===== config.mk =====
export PLATFORM = sky130hd
export DESIGN_NAME = bp_frame_cache
export DESIGN_NICKNAME = d
export VERILOG_FILES = /design/src/rtl/bfc_pkg.sv /design/src/rtl/bfc_ctrl.sv /design/src/rtl/bfc_data.sv /design/src/rtl/bp_frame_cache.sv
export SDC_FILE = /design/constraint.sdc
export NUM_CORES = 1
export LEC_CHECK = 0
export BUFFER_PORTS_ARGS = -buffer_cell sky130_fd_sc_hd__buf_2
export CAP_MARGIN = 40
export CORE_AREA = 2 2 193 213
export DETAILED_ROUTE_END_ITERATION = 8
export DIE_AREA = 0 0 195 215
export GPL_TIMING_DRIVEN = 1
export REMOVE_ABC_BUFFERS = 1
export SYNTH_ARGS = -nofsm -noshare
export SYNTH_HDL_FRONTEND = slang
export SYNTH_SLANG_ARGS = --single-unit

===== constraint.sdc =====
create_clock -name clk -period 5.63 [get_ports clk]
set_input_delay 0.8445 -clock clk [delete_from_list [all_inputs] [get_ports clk]]
set_output_delay 0.8445 -clock clk [all_outputs]
set_load 0.1 [all_outputs]

===== src/rtl/bfc_pkg.sv =====
package bfc_pkg;

  typedef enum logic [1:0] {
    TGT_PER  = 2'd0,
    TGT_DIAG = 2'd1,
    TGT_DROP = 2'd2
  } rxTarget_t;

  typedef enum logic [1:0] {
    TX_IDLE = 2'd0,
    TX_WAIT = 2'd1,
    TX_PUSH = 2'd2
  } txState_t;

  typedef enum logic [1:0] {
    REG_PER  = 2'd0,
    REG_DIAG = 2'd1,
    REG_WC   = 2'd2,
    REG_CTL  = 2'd3
  } region_t;

  // strobes from control to datapath
  typedef struct packed {
    logic backWr;
    logic diagWr;
    logic swapBank;
    logic wcWr;
    logic rdEn;
  } dpStrobe_t;

  localparam int ST_W       = 3;
  localparam int ST_DIAG    = 0;
  localparam int ST_LOST    = 1;
  localparam int ST_BUSY    = 2;
  localparam int CTL_STATUS = 0;
  localparam int CTL_COMMIT = 1;

endpackage


===== src/rtl/bfc_ctrl.sv =====
module bfc_ctrl
  import bfc_pkg::*;
#(
  parameter int FRAME_BYTES = 8,
  parameter int FREE_W      = 6,
  parameter int IDX_W       = 3,
  parameter int ADDR_W      = 5
) (
  input  logic              clk,
  input  logic              rst,
  input  logic              rxFrameRdy,
  input  logic              rxHdrClass,
  output logic              rxPop,
  output logic [IDX_W-1:0]  rxIdx,
  input  logic [FREE_W-1:0] txFree,
  output logic              txPush,
  output logic [IDX_W-1:0]  txIdx,
  input  logic [ADDR_W-1:0] mcuAddr,
  input  logic              mcuWr,
  input  logic              mcuRd,
  input  logic              lostClrBit,
  output dpStrobe_t         strb,
  output logic [ST_W-1:0]   status
);

  localparam logic [IDX_W-1:0]  LAST_IDX  = IDX_W'(FRAME_BYTES - 1);
  localparam logic [FREE_W-1:0] FRAME_CNT = FREE_W'(FRAME_BYTES);

  region_t          region;
  logic [IDX_W-1:0] offset;
  assign region = region_t'(mcuAddr[ADDR_W-1:IDX_W]);
  assign offset = mcuAddr[IDX_W-1:0];

  // receive sequencer
  logic             rxActive;
  logic [IDX_W-1:0] rxCnt;
  rxTarget_t        rxTgt, tgtNow;
  logic             rxLast;
  logic             diagFull, lostDiag;

  assign rxPop = rxActive || rxFrameRdy;
  assign rxIdx = rxActive ? rxCnt : '0;
  assign rxLast = rxPop && (rxIdx == LAST_IDX);

  always_comb begin
    if (rxActive)        tgtNow = rxTgt;
    else if (!rxHdrClass) tgtNow = TGT_PER;
    else if (diagFull)   tgtNow = TGT_DROP;
    else                 tgtNow = TGT_DIAG;
  end

  always_ff @(posedge clk) begin
    if (rst) begin
      rxActive <= 1'b0;
      rxCnt    <= '0;
      rxTgt    <= TGT_PER;
    end else if (rxPop) begin
      rxTgt <= tgtNow;
      if (rxLast) begin
        rxActive <= 1'b0;
        rxCnt    <= '0;
      end else begin
        rxActive <= 1'b1;
        rxCnt    <= rxIdx + 1'b1;
      end
    end
  end

  // diagnostic area ownership and lost flag
  logic diagRdClr, lostWrClr;
  assign diagRdClr = mcuRd && (region == REG_DIAG) && (offset == LAST_IDX) && diagFull;
  assign lostWrClr = mcuWr && (region == REG_CTL) && (offset == IDX_W'(CTL_STATUS)) && lostClrBit;

  always_ff @(posedge clk) begin
    if (rst) begin
      diagFull <= 1'b0;
      lostDiag <= 1'b0;
    end else begin
      if (rxLast && tgtNow == TGT_DIAG) diagFull <= 1'b1;
      else if (diagRdClr)               diagFull <= 1'b0;
      if (rxLast && tgtNow == TGT_DROP) lostDiag <= 1'b1;
      else if (lostWrClr)               lostDiag <= 1'b0;
    end
  end

  // transmit sequencer
  txState_t         txState;
  logic [IDX_W-1:0] txCnt;
  logic             txBusy, commit;

  assign txBusy = (txState != TX_IDLE);
  assign commit = mcuWr && (region == REG_CTL) && (offset == IDX_W'(CTL_COMMIT)) && !txBusy;
  assign txPush = (txState == TX_PUSH);
  assign txIdx  = txCnt;

  always_ff @(posedge clk) begin
    if (rst) begin
      txState <= TX_IDLE;
      txCnt   <= '0;
    end else begin
      unique case (txState)
        TX_IDLE: if (commit) txState <= TX_WAIT;
        TX_WAIT: if (txFree >= FRAME_CNT) begin
          txState <= TX_PUSH;
          txCnt   <= '0;
        end
        TX_PUSH: begin
          if (txCnt == LAST_IDX) txState <= TX_IDLE;
          txCnt <= txCnt + 1'b1;
        end
        default: txState <= TX_IDLE;
      endcase
    end
  end

  always_comb begin
    strb.backWr   = rxPop && (tgtNow == TGT_PER);
    strb.diagWr   = rxPop && (tgtNow == TGT_DIAG);
    strb.swapBank = rxLast && (tgtNow == TGT_PER);
    strb.wcWr     = mcuWr && (region == REG_WC) && !txBusy;
    strb.rdEn     = mcuRd;
  end

  always_comb begin
    status          = '0;
    status[ST_DIAG] = diagFull;
    status[ST_LOST] = lostDiag;
    status[ST_BUSY] = txBusy;
  end

endmodule


===== src/rtl/bfc_data.sv =====
module bfc_data
  import bfc_pkg::*;
#(
  parameter int FRAME_BYTES = 8,
  parameter int DATA_W      = 8,
  parameter int IDX_W       = 3,
  parameter int ADDR_W      = 5
) (
  input  logic              clk,
  input  logic              rst,
  input  dpStrobe_t         strb,
  input  logic [IDX_W-1:0]  rxIdx,
  input  logic [DATA_W-1:0] rxData,
  input  logic [IDX_W-1:0]  txIdx,
  output logic [DATA_W-1:0] txData,
  input  logic [ADDR_W-1:0] mcuAddr,
  input  logic [DATA_W-1:0] mcuWdata,
  input  logic [ST_W-1:0]   status,
  output logic [DATA_W-1:0] mcuRdata
);

  localparam int NUM_BANKS = 2;

  logic [DATA_W-1:0] bankMem [NUM_BANKS][FRAME_BYTES];
  logic [DATA_W-1:0] diagMem [FRAME_BYTES];
  logic [DATA_W-1:0] wcMem   [FRAME_BYTES];
  logic              frontSel, backSel;
  logic [DATA_W-1:0] rdVal;
  region_t           region;
  logic [IDX_W-1:0]  offset;

  assign backSel = ~frontSel;
  assign region  = region_t'(mcuAddr[ADDR_W-1:IDX_W]);
  assign offset  = mcuAddr[IDX_W-1:0];

  // periodic double buffer
  generate
    for (genvar b = 0; b < NUM_BANKS; b++) begin : g_bank
      always_ff @(posedge clk) begin
        if (rst) begin
          for (int i = 0; i < FRAME_BYTES; i++) bankMem[b][i] <= '0;
        end else if (strb.backWr && (backSel == 1'(b))) begin
          bankMem[b][rxIdx] <= rxData;
        end
      end
    end
  endgenerate

  always_ff @(posedge clk) begin
    if (rst)                frontSel <= 1'b0;
    else if (strb.swapBank) frontSel <= backSel;
  end

  always_ff @(posedge clk) begin
    if (rst) begin
      for (int i = 0; i < FRAME_BYTES; i++) diagMem[i] <= '0;
    end else if (strb.diagWr) begin
      diagMem[rxIdx] <= rxData;
    end
  end

  always_ff @(posedge clk) begin
    if (rst) begin
      for (int i = 0; i < FRAME_BYTES; i++) wcMem[i] <= '0;
    end else if (strb.wcWr) begin
      wcMem[offset] <= mcuWdata;
    end
  end

  assign txData = wcMem[txIdx];

  always_comb begin
    rdVal = '0;
    unique case (region)
      REG_PER:  rdVal = bankMem[frontSel][offset];
      REG_DIAG: rdVal = diagMem[offset];
      REG_WC:   rdVal = wcMem[offset];
      REG_CTL:  if (offset == IDX_W'(CTL_STATUS)) rdVal[ST_W-1:0] = status;
      default:  rdVal = '0;
    endcase
  end

  always_ff @(posedge clk) begin
    if (rst)            mcuRdata <= '0;
    else if (strb.rdEn) mcuRdata <= rdVal;
  end

endmodule


===== src/rtl/bp_frame_cache.sv =====
module bp_frame_cache
  import bfc_pkg::*;
#(
  parameter  int FRAME_BYTES = 8,
  parameter  int DATA_W      = 8,
  parameter  int FREE_W      = 6,
  parameter  int CLASS_BIT   = 7,
  localparam int IDX_W       = $clog2(FRAME_BYTES),
  localparam int ADDR_W      = IDX_W + 2
) (
  input  logic              clk,
  input  logic              rst,
  input  logic              rxFrameRdy,
  input  logic [DATA_W-1:0] rxData,
  output logic              rxPop,
  input  logic [FREE_W-1:0] txFree,
  output logic              txPush,
  output logic [DATA_W-1:0] txData,
  input  logic [ADDR_W-1:0] mcuAddr,
  input  logic              mcuWr,
  input  logic              mcuRd,
  input  logic [DATA_W-1:0] mcuWdata,
  output logic [DATA_W-1:0] mcuRdata,
  output logic              irq
);

  dpStrobe_t        strb;
  logic [IDX_W-1:0] rxIdx, txIdx;
  logic [ST_W-1:0]  status;

  bfc_ctrl #(
    .FRAME_BYTES(FRAME_BYTES), .FREE_W(FREE_W), .IDX_W(IDX_W), .ADDR_W(ADDR_W)
  ) ctrl_i (
    .clk(clk), .rst(rst),
    .rxFrameRdy(rxFrameRdy), .rxHdrClass(rxData[CLASS_BIT]),
    .rxPop(rxPop), .rxIdx(rxIdx),
    .txFree(txFree), .txPush(txPush), .txIdx(txIdx),
    .mcuAddr(mcuAddr), .mcuWr(mcuWr), .mcuRd(mcuRd),
    .lostClrBit(mcuWdata[ST_LOST]),
    .strb(strb), .status(status)
  );

  bfc_data #(
    .FRAME_BYTES(FRAME_BYTES), .DATA_W(DATA_W), .IDX_W(IDX_W), .ADDR_W(ADDR_W)
  ) data_i (
    .clk(clk), .rst(rst), .strb(strb),
    .rxIdx(rxIdx), .rxData(rxData),
    .txIdx(txIdx), .txData(txData),
    .mcuAddr(mcuAddr), .mcuWdata(mcuWdata),
    .status(status), .mcuRdata(mcuRdata)
  );

  assign irq = status[ST_DIAG];

endmodule


==> results.yml <==
timing:
  fmax_mhz: 304.7
  fin_crit_sh_pct: 58.29
  finalHoldViolations: 0
  tightest_slew_ps: 875.7
  setup_viol: 0
  period_needed_ps: 3282
  setup_ws_ps: 2348
  fin_setup_tns_ps: 0
  slew_headroom_pct: 41.62
  drv_slew: 0
  holdWs_ps: 490.7
  skew_ps: 16.26
  rsz0062_at_grt: "false"
cells_and_area:
  final_cell_area_um2: 15350
  fin_nets: 1039
  final_cell_mix: "and2_1, edfxtp_1, buf_2, mux4_2, mux2i_1"
  layout_commonest_cell: "and2_1"
  layout-area-overhead-vs-synth_pct: 11.60
  drive_gt1_share_pct: 21.40
routing:
  postRouteAntennaNets: 0
  drt-initial-drc-count: 526
  routedWlPerCell_um: 20.80
  avgViaCountPerCell: 5.067
  dr.pass1.iters: 5
  vias: 7818
  route.detailed.drc: 0
  routed_wl_um: 32090
clocking:
  cts_buffers: 31
  postCtsResizedCells: 0
  clockRootBuffer: "clkbuf_16"
  htree_levels: 1
  cts_tree: "built"
  insertion_delay_ps: 560
  post_cts_buffers: 0
  ctsHoldBuffers: 0
  cts.clk_slew.worst_paths_ps: 60
  cts_num_sinks: 282
  clockBufferDepth: 3
hold_path:
  holdPathStages: 2
  hp-class: "flip-flop to flip-flop"
  hold_start: "ctrl_i.rxCnt[1]$_SDFFE_PP0N_"
  holdPathEnd: "ctrl_i.rxCnt[1]$_SDFFE_PP0N_"
run_status:
  status: "completed"
power:
  report.power.total_mw: 4.759
  switchingPower_mw: 1.110
  combPwrFrac_pct: 7.5
  p_leak_nw: 5.465
  intPower_mw: 3.649
  seqPwrFrac_pct: 50.4
  ir_drop_mv: 0.2432
  powerDensity_nw_per_um2: 310.0
  p_sw_share_pct: 23.33
  clockPowerShare_pct: 42.1
setup_path:
  crit_path_top_delay_cell: "dfxtp_1"
  rr_worst_depth: 6
  required_ps: 4790
  path_cells: "mux4_2, mux2_2, buf_2"
  crit_type: "flip-flop to output pin"
  end_kind: "output pin"
  path_buf_inv: 1
  start_kind: "flip-flop"
  cpPeakStageDelay_ps: 860
  reg2reg_slack_ps: 2830
  cp_top_family: "flip-flops"
  cp.arrival_ps: 2440
  regToRegEndpoint: "data_i.mcuRdata[7]$_SDFFE_PP0P_"
  cp_max_fo: 16
die:
  die_area_um2: 41930
  io_pins: 51
  die_height_um: 215
  core_area_um2: 39890
  rows: 77
  dieWidth_um: 195
  initial_core_util_pct: 34.49
synthesis:
  synth_cell_type_count: 53
  syn_area_um2: 13760
  synth-edff-count: 256
  yosysWarnings: 0
  synth-seq-cells: 282
  netlist_instances: 977
  seq_area_frac_synth_pct: 59.66
  async_flop_share_pct: 0
  avgSynthCellArea_um2: 14.08
  synthFlopType: "edfxtp_1"
global_routing:
  grt_pass1_vias: 7996
  overflow: 0
  grt_max_degree: 35
  grt.total_usage_pct: 15.36
  antenna_found_initial: 0
  grt_first_pass_wirelength_um: 49220
placed_design:
  dp_hpwl_um: 21990
  gp_congestion: 0.8255
  place_ws_ps: 2275
  portBuffers: 47
  place_area_um2: 14350
run:
  drv_cap: 0
==> cells in the mapped netlist (8+ instances only) <==
library cell  count  area [µm²]
a211oi_1         11       82.58
a21oi_1          12       60.06
a22oi_1          19       142.6
and2_1          259        1620
buf_2            16       80.08
buf_6             8       90.09
clkbuf_1         32       120.1
dfxtp_1          26       520.5
edfxtp_1        256        7687
inv_1             8       30.03
mux2_2           23       259.0
mux2i_1          45       450.4
mux4_1           10       262.8
mux4_2           46        1036
nand2_1          14       52.55
nand2b_1         11       68.82
nor2_1           42       157.7
nor2b_1          16       100.1
nor3_1            8       40.04
or2_2            33       206.5
==> power by group through the flow <==
stage	clock [mW]	combinational [mW]	sequential, mW
after floorplan	0	0.192	2.45
after global placement	0	0.357	2.44
after detailed placement	0	0.361	2.44
after CTS	2.03	0.362	2.40
after global routing	2.12	0.383	2.41
final	2.00	0.358	2.40
==> worst reg2reg max path, delay by kind of cell (launching register included) <==
kind	cells	cell delay, ps
flops	1	900
mux	1	360
compound gates	4	900
buf+inv	1	500
==> layer usage <==
layer	global-route usage, %	part of all wire (%)	wire, µm	up-vias
met5	0	0	0	-
li1	-	-	-	3670
met4	4.224	2.6	822	0
met3	1.868	4.6	1481	47
met1	21.11	45	14470	3897
met2	25.70	48	15310	204
==> how the worst max path moves through the flow <==
stage	start	end	slack [ps]	cells after the start
2_1_floorplan	flip-flop	data_i.mcuRdata[5]$_SDFFE_PP0P_	2500	5
3_3_place_gp	mcuAddr[0]	data_i.mcuRdata[5]$_SDFFE_PP0P_	1980	7
3_5_place_dp	rxData[7]	data_i.diagMem[2][4]$_SDFFCE_PN0P_	2280	6
4_1_cts	flip-flop	txData[4]	2290	3
5_1_grt	flip-flop	txData[6]	2270	3
6_report	flip-flop	txData[4]	2350	3
==> registers in the layout, summed over array words and instances, names as in the netlist, named ones only <==
register and cells:
data_i.bankMem 128, data_i.diagMem 64, data_i.wcMem 64, data_i.mcuRdata 8, ctrl_i.rxCnt 3, ctrl_i.txIdx 3, ctrl_i.rxTgt 2, ctrl_i.txState 2
ctrl_i.diagFull 1, ctrl_i.lostDiag 1, ctrl_i.rxActive 1, data_i.frontSel 1
==> cells by family (layout without fill, tap and decap cells) <==
logic type	after synthesis	in the layout	share of synthesized area (%)
simple gates	420	420	18.53
other cells	0	2	0
mux	124	124	14.60
compound gates	76	76	3.947
buf+inv	70	121	2.838
flops	282	282	59.66
fa+ha+maj	4	4	0.3638
xor+xnor	1	1	0.06368
==> cell type report <==
cell class / count / area, µm²
Antenna cell: 2 / 5.005
Clock buffer: 38 / 822.0
Clock inverter: 20 / 177.7
Fill cell: 3736 / 24530
Sequential cell: 282 / 8209
Multi-Input combinational cell: 625 / 5159
Inverter: 8 / 30.03
Timing Repair Buffer: 55 / 307.8
Tap cell: 513 / 641.9
==> per-stage QoR <==
step / cells / utilization [%]
after floorplan: 915 / -
after global placement: 1482 / 35.92
after detailed placement: 1483 / 35.97
after CTS: 1541 / 38.48
after global routing: 1541 / 38.48
final: 1543 / 38.49
Power figures use the tool's default switching activity.
